<file path="src/rtl/gpio_irq_pkg.sv">
// Package: shared definitions for the GPIO interrupt and wake controller.
// Holds the per-pin event decision so every pin slice uses one rule.
package gpio_irq_pkg;

    // Sensing modes selected by one configuration bit per pin.
    typedef enum logic {
        SENSE_LEVEL = 1'b0,
        SENSE_EDGE  = 1'b1
    } sense_mode_e;

    // Per-pin configuration gathered into one record.
    typedef struct packed {
        logic        is_out;
        sense_mode_e mode;
        logic        pol;
        logic        both;
    } pin_cfg_t;

    // Decide whether one pin produces an event this cycle.
    // cur and prev are consecutive synchronised samples.
    function automatic logic pin_fires(pin_cfg_t cfg, logic cur, logic prev);
        logic hit;
        hit = 1'b0;
        if (!cfg.is_out) begin
            if (cfg.mode == SENSE_LEVEL) begin
                hit = (cur == cfg.pol);
            end else if (cfg.both) begin
                hit = (cur != prev);
            end else if (cfg.pol) begin
                hit = cur & ~prev;
            end else begin
                hit = ~cur & prev;
            end
        end
        return hit;
    endfunction

endpackage

</file>
<file path="src/rtl/gpio_irq_sync.sv">
// Module: gpio_irq_sync
// Multi-stage flop chain that brings asynchronous pin levels into the
// clock domain. Assumes each bit is independent (no bus coherency).
// SYNC_STAGES must be at least 2.
module gpio_irq_sync #(
    parameter int WIDTH       = 8,
    parameter int SYNC_STAGES = 2
) (
    input  logic             clk,
    input  logic             rst_n,
    input  logic [WIDTH-1:0] async_i,
    output logic [WIDTH-1:0] sync_o
);
    localparam int LAST = SYNC_STAGES - 1;

    logic [WIDTH-1:0] chain_q [SYNC_STAGES];

    genvar k;
    generate
        for (k = 0; k < SYNC_STAGES; k++) begin : g_stage
            if (k == 0) begin : g_first
                // First stage: capture the raw pin levels.
                always_ff @(posedge clk) begin
                    if (!rst_n) chain_q[k] <= '0;
                    else        chain_q[k] <= async_i;
                end
            end else begin : g_next
                // Later stages: shift the sample one step along the chain.
                always_ff @(posedge clk) begin
                    if (!rst_n) chain_q[k] <= '0;
                    else        chain_q[k] <= chain_q[k-1];
                end
            end
        end
    endgenerate

    assign sync_o = chain_q[LAST];

endmodule

</file>
<file path="src/rtl/gpio_irq_detect.sv">
// Module: gpio_irq_detect
// Keeps the previous synchronised sample of every pin and applies the
// per-pin sensing rule to produce a one-cycle event vector.
// Assumes sync_i is already in the clock domain.
module gpio_irq_detect
    import gpio_irq_pkg::*;
#(
    parameter int N_PINS = 8
) (
    input  logic              clk,
    input  logic              rst_n,
    input  logic [N_PINS-1:0] sync_i,
    input  logic [N_PINS-1:0] dir_i,
    input  logic [N_PINS-1:0] edge_i,
    input  logic [N_PINS-1:0] pol_i,
    input  logic [N_PINS-1:0] both_i,
    output logic [N_PINS-1:0] event_o
);
    logic [N_PINS-1:0] prev_q;

    // Remember the last synchronised sample for transition detection.
    always_ff @(posedge clk) begin
        if (!rst_n) prev_q <= '0;
        else        prev_q <= sync_i;
    end

    genvar p;
    generate
        for (p = 0; p < N_PINS; p++) begin : g_pin
            pin_cfg_t cfg;
            // Assemble this pin's configuration record.
            always_comb begin
                cfg.is_out = dir_i[p];
                cfg.mode   = edge_i[p] ? SENSE_EDGE : SENSE_LEVEL;
                cfg.pol    = pol_i[p];
                cfg.both   = both_i[p];
            end
            // Apply the sensing rule to this pin.
            always_comb event_o[p] = pin_fires(cfg, sync_i[p], prev_q[p]);
        end
    endgenerate


    output_quiet_chk: assert property (@(posedge clk) disable iff (!rst_n)
        ((event_o & dir_i) == '0));

endmodule

</file>
<file path="src/rtl/gpio_irq_latch.sv">
// Module: gpio_irq_latch
// Holds the latched flag vector (set by events, cleared by writing ones)
// and the first-event capture register. Assumes events are one-cycle or
// level pulses from gpio_irq_detect. Set wins over clear on a bit.
module gpio_irq_latch #(
    parameter int N_PINS = 8
) (
    input  logic              clk,
    input  logic              rst_n,
    input  logic [N_PINS-1:0] event_i,
    input  logic [N_PINS-1:0] mask_i,
    input  logic              clr_we_i,
    input  logic [N_PINS-1:0] clr_i,
    input  logic              first_clr_we_i,
    output logic [N_PINS-1:0] raw_o,
    output logic [N_PINS-1:0] first_o
);
    logic [N_PINS-1:0] raw_q;
    logic [N_PINS-1:0] first_q;
    logic [N_PINS-1:0] clr_eff;
    logic              first_empty;

    // Bits to drop this cycle, only when the strobe is present.
    always_comb clr_eff = clr_we_i ? clr_i : '0;

    // First-event register is open for capture only while empty.
    always_comb first_empty = (first_q == '0);

    // Latch events; a write of ones removes flags unless re-set now.
    always_ff @(posedge clk) begin
        if (!rst_n) raw_q <= '0;
        else        raw_q <= (raw_q & ~clr_eff) | event_i;
    end

    // Capture the masked events of the first active cycle, then hold.
    always_ff @(posedge clk) begin
        if (!rst_n)             first_q <= '0;
        else if (first_clr_we_i) first_q <= '0;
        else if (first_empty)    first_q <= event_i & mask_i;
    end

    assign raw_o   = raw_q;
    assign first_o = first_q;


    clear_takes_chk: assert property (@(posedge clk) disable iff (!rst_n)
        clr_we_i |=> ((raw_q & $past(clr_i) & ~$past(event_i)) == '0));


    first_hold_chk: assert property (@(posedge clk) disable iff (!rst_n)
        (!first_empty && !first_clr_we_i) |=> (first_q == $past(first_q)));


    first_wipe_chk: assert property (@(posedge clk) disable iff (!rst_n)
        first_clr_we_i |=> (first_q == '0));

endmodule

</file>
<file path="src/rtl/gpio_irq_wake_ctrl.sv">
// Module: gpio_irq_wake_ctrl (top)
// GPIO interrupt and wake controller: synchronises pins, detects
// configured events, latches flags and drives the processor interrupt
// and power-on request. Configuration inputs are assumed to be static
// register outputs in the same clock domain; pins may be asynchronous.
module gpio_irq_wake_ctrl #(
    parameter int N_PINS      = 8,
    parameter int SYNC_STAGES = 2
) (
    input  logic              clk,
    input  logic              rst_n,
    input  logic [N_PINS-1:0] pin_i,
    input  logic [N_PINS-1:0] dir_i,
    input  logic [N_PINS-1:0] mask_i,
    input  logic [N_PINS-1:0] edge_i,
    input  logic [N_PINS-1:0] pol_i,
    input  logic [N_PINS-1:0] both_i,
    input  logic              global_en_i,
    input  logic              sys_on_i,
    input  logic              status_clr_we_i,
    input  logic [N_PINS-1:0] status_clr_i,
    input  logic              first_clr_we_i,
    output logic [N_PINS-1:0] status_o,
    output logic [N_PINS-1:0] raw_o,
    output logic [N_PINS-1:0] first_o,
    output logic              cpu_irq_o,
    output logic              wake_o
);
    logic [N_PINS-1:0] pin_sync;
    logic [N_PINS-1:0] pin_event;
    logic [N_PINS-1:0] raw_flags;
    logic              any_pending;

    gpio_irq_sync #(.WIDTH(N_PINS), .SYNC_STAGES(SYNC_STAGES)) u_sync (
        .clk     (clk),
        .rst_n   (rst_n),
        .async_i (pin_i),
        .sync_o  (pin_sync)
    );

    gpio_irq_detect #(.N_PINS(N_PINS)) u_detect (
        .clk     (clk),
        .rst_n   (rst_n),
        .sync_i  (pin_sync),
        .dir_i   (dir_i),
        .edge_i  (edge_i),
        .pol_i   (pol_i),
        .both_i  (both_i),
        .event_o (pin_event)
    );

    gpio_irq_latch #(.N_PINS(N_PINS)) u_latch (
        .clk            (clk),
        .rst_n          (rst_n),
        .event_i        (pin_event),
        .mask_i         (mask_i),
        .clr_we_i       (status_clr_we_i),
        .clr_i          (status_clr_i),
        .first_clr_we_i (first_clr_we_i),
        .raw_o          (raw_flags),
        .first_o        (first_o)
    );

    // Masked view and pending summary.
    always_comb begin
        status_o    = raw_flags & mask_i;
        any_pending = |status_o;
    end

    // Interrupt gated by global enable; wake only while power is off.
    always_comb begin
        cpu_irq_o = global_en_i & any_pending;
        wake_o    = cpu_irq_o & ~sys_on_i;
    end

    assign raw_o = raw_flags;


    dir_blocks_chk: assert property (@(posedge clk) disable iff (!rst_n)
        1'b1 |=> ((raw_flags & ~$past(raw_flags) & $past(dir_i)) == '0));


    irq_gate_chk: assert property (@(posedge clk) disable iff (!rst_n)
        !global_en_i |-> !cpu_irq_o);


    wake_power_chk: assert property (@(posedge clk) disable iff (!rst_n)
        wake_o |-> (!sys_on_i && global_en_i && (raw_flags & mask_i) != '0));

endmodule

</file>
<file path="config.mk">
export PLATFORM = sky130hd
export DESIGN_NAME = gpio_irq_wake_ctrl
export DESIGN_NICKNAME = d
export VERILOG_FILES = /design/src/rtl/gpio_irq_pkg.sv /design/src/rtl/gpio_irq_sync.sv /design/src/rtl/gpio_irq_detect.sv /design/src/rtl/gpio_irq_latch.sv /design/src/rtl/gpio_irq_wake_ctrl.sv
export SDC_FILE = /design/constraint.sdc
export NUM_CORES = 1
export LEC_CHECK = 0
export BUFFER_PORTS_ARGS = -buffer_cell sky130_fd_sc_hd__buf_4
export CAP_MARGIN = 30
export CORE_ASPECT_RATIO = 1.75
export CORE_MARGIN = 2
export CORE_UTILIZATION = 48
export DETAILED_ROUTE_END_ITERATION = 16
export GPL_TIMING_DRIVEN = 0
export PLACE_DENSITY = 0.79
export SLEW_MARGIN = 20
export SYNTH_ARGS = -nofsm -noshare
export SYNTH_HDL_FRONTEND = slang
export SYNTH_HIERARCHICAL = 1
export SYNTH_SLANG_ARGS = --single-unit
</file>
<file path="constraint.sdc">
create_clock -name clk -period 1.9 [get_ports clk]
set_input_delay 0 -clock clk [delete_from_list [all_inputs] [get_ports clk]]
set_output_delay 0 -clock clk [all_outputs]
set_load 0.05 [all_outputs]
</file>
Word-level counts from Yosys, hierarchy flattened:

Memories as Yosys holds them, arrays and structs flattened.
Index checks and enable logic that the tools add are counted.

* bits in registers: 24
* bits in latches: 0
* memory bits (writable): 16
* memory bits (read-only): 0
* input port bits: 62
* output and inout bits: 26
* logic and storage cells: 111
* memories kept: 1

* $add $sub $neg: 0
* $mul: 0
* div/mod/pow operators: 0
* order comparisons: 0
* equal/unequal tests: 16
* shift-type cells: 0
* muxes and demuxes: 45
* bitwise operators: 43
* reductions and logical operators: 3

Memories
* u_sync.chain_q: depth 2, bits a word 8, rd ports 2, clocked after memory_dff 0, write ports 2, RTL line gpio_irq_sync.sv:16 `logic [WIDTH-1:0] chain_q [SYNC_STAGES];`

Operators with widths (number)
* 1-bit two-way mux: 42
* 8-bit AND: 3
* 8-bit two-way mux: 3
* 1-bit AND: 18
* 1-bit inverter: 18
* 1-bit == test: 8
* 8-bit zero test: 1
* 1-bit != test: 8
* 8-bit inverter: 1
* 8-bit OR: 1
* 8-bit OR reduction: 1
* 1-bit OR: 2
* 2-bit OR reduction: 1

Longest topological paths before layout:

* word-level depth: 7
* mapped depth: 7
* mapped depth without buffers: 7

Cells and area by module:

The synthesis kept the hierarchy.

By module, submodules not included
* gpio_irq_detect: times used 1, cells an instance 96, area each 880.8 µm², seq. area each 160.2 µm²
* gpio_irq_latch: times used 1, cells an instance 64, area each 726.9 µm², seq. area each 320.3 µm²
* gpio_irq_sync: times used 1, cells an instance 33, area each 446.7 µm², seq. area each 320.3 µm²
* gpio_irq_wake_ctrl: times used 1, cells an instance 13, area each 103.8 µm², seq. area each 0.0 µm²

Worst setup path after synthesis:

Ideal clock, no wire load.

* kind: reg2out
* start: register u_latch.raw_q[1] (netlist: u_latch/raw_o[1])
* end: output port wake_o
* arrival: 2.070 ns
* required time: 1.900 ns
* path slack: -0.170 ns
* stages on the path, launching flop included: 4
* buffers on the path: 0
* path through: dfxtp_1 and2_1 nor4_2 a21oi_1

* word-level cells in the longest chain between the ends: 4

Ends and longest elaborated chain
* start: declaration: RTL line gpio_irq_latch.sv:18 `logic [N_PINS-1:0] raw_q;`
* start signal: assignment: RTL line gpio_irq_latch.sv:32 `else raw_q <= (raw_q & ~clr_eff) | event_i;`
* 8-bit AND: RTL line gpio_irq_wake_ctrl.sv:66 `status_o = raw_flags & mask_i;`
* named net status_o[1]: RTL line gpio_irq_wake_ctrl.sv:23 `output logic [N_PINS-1:0] status_o,`
* 8-bit OR reduction: RTL line gpio_irq_wake_ctrl.sv:67 `any_pending = |status_o;`
* 1-bit AND: RTL line gpio_irq_wake_ctrl.sv:72 `cpu_irq_o = global_en_i & any_pending;`
* 1-bit AND: RTL line gpio_irq_wake_ctrl.sv:73 `wake_o = cpu_irq_o & ~sys_on_i;`
* end: declaration: RTL line gpio_irq_wake_ctrl.sv:27 `output logic wake_o`

The timed path passes the listed nets, and every way through them passes these cells.

==> flow_summary.yaml <==
outcome:
  outcome: "finished clean"
detailed_routing:
  ant_nets: 0
  drt_iter0_markers: 19
  vias_per_cell: 5.02
  vias: 1807
  wl_per_cell_microns: 13.4
  finalWirelength_mm: 4.82
  drc: 0
  drt_pass1_iterations: 4
cells_and_area:
  final_cells: 360
  mostFrequentLayoutCell: "buf_4"
  drive_gt1_frac: 0.466
  layout_common_cells: "88 x buf_4, 40 x dfxtp_1, 24 x inv_1, 16 x and2_1, 16 x ha_1"
  fillerInstances: 364
  antenna-diode-count: 0
  area_growth_pct: 43.1
  fin_nets: 386
power:
  p_int_mw: 1.57
  swShare: 0.259
  p_sw_mw: 0.549
  pwr-share-seq: 0.424
  combinationalPowerShare: 0.222
  power_frac_clock: 0.354
  p_leak_nw: 1.38
  pwr_density_cell_nw_per_um2: 686
  vdd_drop_max_uv: 575
place:
  io_buffers: 87
  place_hpwl_mm: 3.88
  dpl.cell_count: 344
  gp_congestion: 0.816
synth:
  synth.cell_area_sq_um: 2160
  synth_top_area_share: 0.371
  netlist.top_cell.by_area: "dfxtp_1"
  synth_warnings: 6
  synth.distinct_cells: 24
  syn-num-nets: 284
  yosysSeqAreaShare: 0.371
  synth.avg_cell_area_sq_um: 10.5
  synth_cells: 206
  synth_area_leaders: "dfxtp_1 37%, ha_1 9.3%, o32ai_2 6.0%"
  synth_seq_cells: 40
clock_tree:
  clockRootBuffer: "clkbuf_8"
  clk_pin_slew_ns: 0.08
  clock_latency_ns: 0.29
  clock-sinks: 40
  cts_tree: "done"
  clk_path_buf_depth: 2
  cts_buffers: 5
  htree_num_levels: 2
  cts_resized: 0
global_route:
  grt_pass1_wl_mm: 7.67
  antenna_found_initial: 0
  grt_use_total: 0.207
  grt_max_degree: 17
  grt.overflow.total: 0
  grt_pass1_vias: 1824
setup_path:
  crit_path_end_kind: "flip-flop"
  cp-start-kind: "flip-flop"
  crit_fanout: 4
  cp.arrival_ns: 1.80
  required_ns: 2.11
  worstSetupPathType: "flip-flop to flip-flop"
floorplanning:
  die_w_microns: 54.7
  die_area_sq_um: 5070
  ios: 88
  die_h_microns: 92.7
  initial_utilization: 0.495
  row_count: 32
  core-area_sq_um: 4360
sta:
  totalNegativeSetupSlack_ns: 0
  tightest_slew_ns: 0.563
  finalSetupViolations: 0
  period_share: 0.838
  slew_violations: 0
  layout_min_cycle_time_ns: 1.59
  fin_worst_skew_ns: 0.00889
  max_freq_mhz: 628
  rsz0062_at_grt: "no"
  slew_headroom: 0.624
  finalHoldViolCount: 0
flow_run:
  maxCapViolations: 0
hold_path:
  min_path_type: "primary input to flip-flop"
what timing repair did:
item                      CTS  global route
hold endpoints to repair    8             0
hold buffers                8             0
buffers inserted            0             0
layout make-up:
type	count	area, sq um	share of cell area
Buffer	6	42.5	0.0138
Clock buffer	7	96.3	0.0312
Clock inverter	1	30.0	0.00972
Inverter	24	90.1	0.0292
Multi-Input combinational cell	136	1230	0.399
Sequential cell	40	801	0.259
Tap cell	51	63.8	0.0207
Timing Repair Buffer	95	733	0.237
power groups by stage:
stage | logic (mW) | registers [mW] | clock network (mW)
after floorplan | 0.213 | 0.969 | 0
after global placement | 0.454 | 0.916 | 0
after detailed placement | 0.460 | 0.918 | 0
after CTS | 0.475 | 0.899 | 0.772
after global routing | 0.508 | 0.903 | 0.803
final | 0.471 | 0.898 | 0.750
worst max-delay path, stage by stage (launching register included):
cell	delay, ns
dfxtp_1	0.39
inv_1	0.06
ha_1	0.28
nand2_1	0.07
o211ai_2	0.08
a21oi_1	0.25
nand4b_1	0.15
o32ai_2	0.23
worst paths after layout:
path / slack (ns) / from / cells past startpoint / endpoint
worst max-delay path: 0.31 / u_sync/chain_q[1][5]$_SDFF_PN0_ / 7 / u_latch/first_o[5]$_SDFFE_PP0N_
worst min-delay path: 0.04 / mask_i[0] / 3 / u_latch/first_o[0]$_SDFFE_PP0N_
worst min register to register: 0.44 / u_sync/chain_q[0][1]$_SDFF_PN0_ / 1 / u_sync/chain_q[1][1]$_SDFF_PN0_
worst max register to register: 0.31 / u_sync/chain_q[1][5]$_SDFF_PN0_ / 7 / u_latch/first_o[5]$_SDFFE_PP0N_
Yosys cell counts:
master,n
and2_4,4
or4_1,1
o211ai_2,8
nand2b_1,10
and2_2,12
a21boi_1,1
or4_4,1
xnor2_1,8
nand4b_1,8
nor4_2,2
clkbuf_1,2
nand2_1,8
mux2_4,8
buf_4,1
a21oi_1,9
buf_2,1
o32ai_2,8
buf_6,2
ha_1,16
dfxtp_1,40
o21a_1,8
inv_1,24
a21boi_0,8
and2_1,16
sequential cells by signal (all words and copies together), names as in the netlist:
register,cells
u_sync/chain_q,16
u_latch/raw_o,8
u_detect/prev_q,8
u_latch/first_o,8
logic make-up (layout without fill, tap and decap cells):
logic type / count (synthesis) / count (layout) / synth area share
AOI/OAI and AO/OA: 42 / 42 / 0.187
and+or+nand+nor: 62 / 62 / 0.200
DFF: 40 / 40 / 0.371
xor gates and xnor gates: 8 / 8 / 0.0325
buffers and inverters: 30 / 133 / 0.0615
adders and majority gates: 16 / 16 / 0.0928
muxes: 8 / 8 / 0.0557
metal layers:
| metal | up-vias | GRT usage | part of all wire |
|---|---|---|---|
| li1 | 902 | - | - |
| met5 | - | 0 | 0 |
| met2 | 60 | 0.398 | 0.58 |
| met1 | 839 | 0.191 | 0.35 |
| met3 | 6 | 0.0419 | 0.057 |
| met4 | 0 | 0.0833 | 0.014 |
per-stage QoR:
stage | worst slack (ns) | area [sq um] | hold slack [ns] | util | power, mW
6_report | 0.308 | 3090 | 0.0373 | 0.708 | 2.12
5_1_grt | 0.163 | 3090 | 0.0274 | 0.708 | 2.21
4_1_cts | 0.314 | 3090 | 0.0209 | 0.708 | 2.14
3_5_place_dp | 0.319 | 2880 | 0.225 | 0.661 | 1.38
3_3_place_gp | 0.364 | 2880 | 0.221 | 0.661 | 1.37
2_1_floorplan | 0.100 | 2170 | 0.127 | - | 1.18
(Power assumes the default switching activity.)
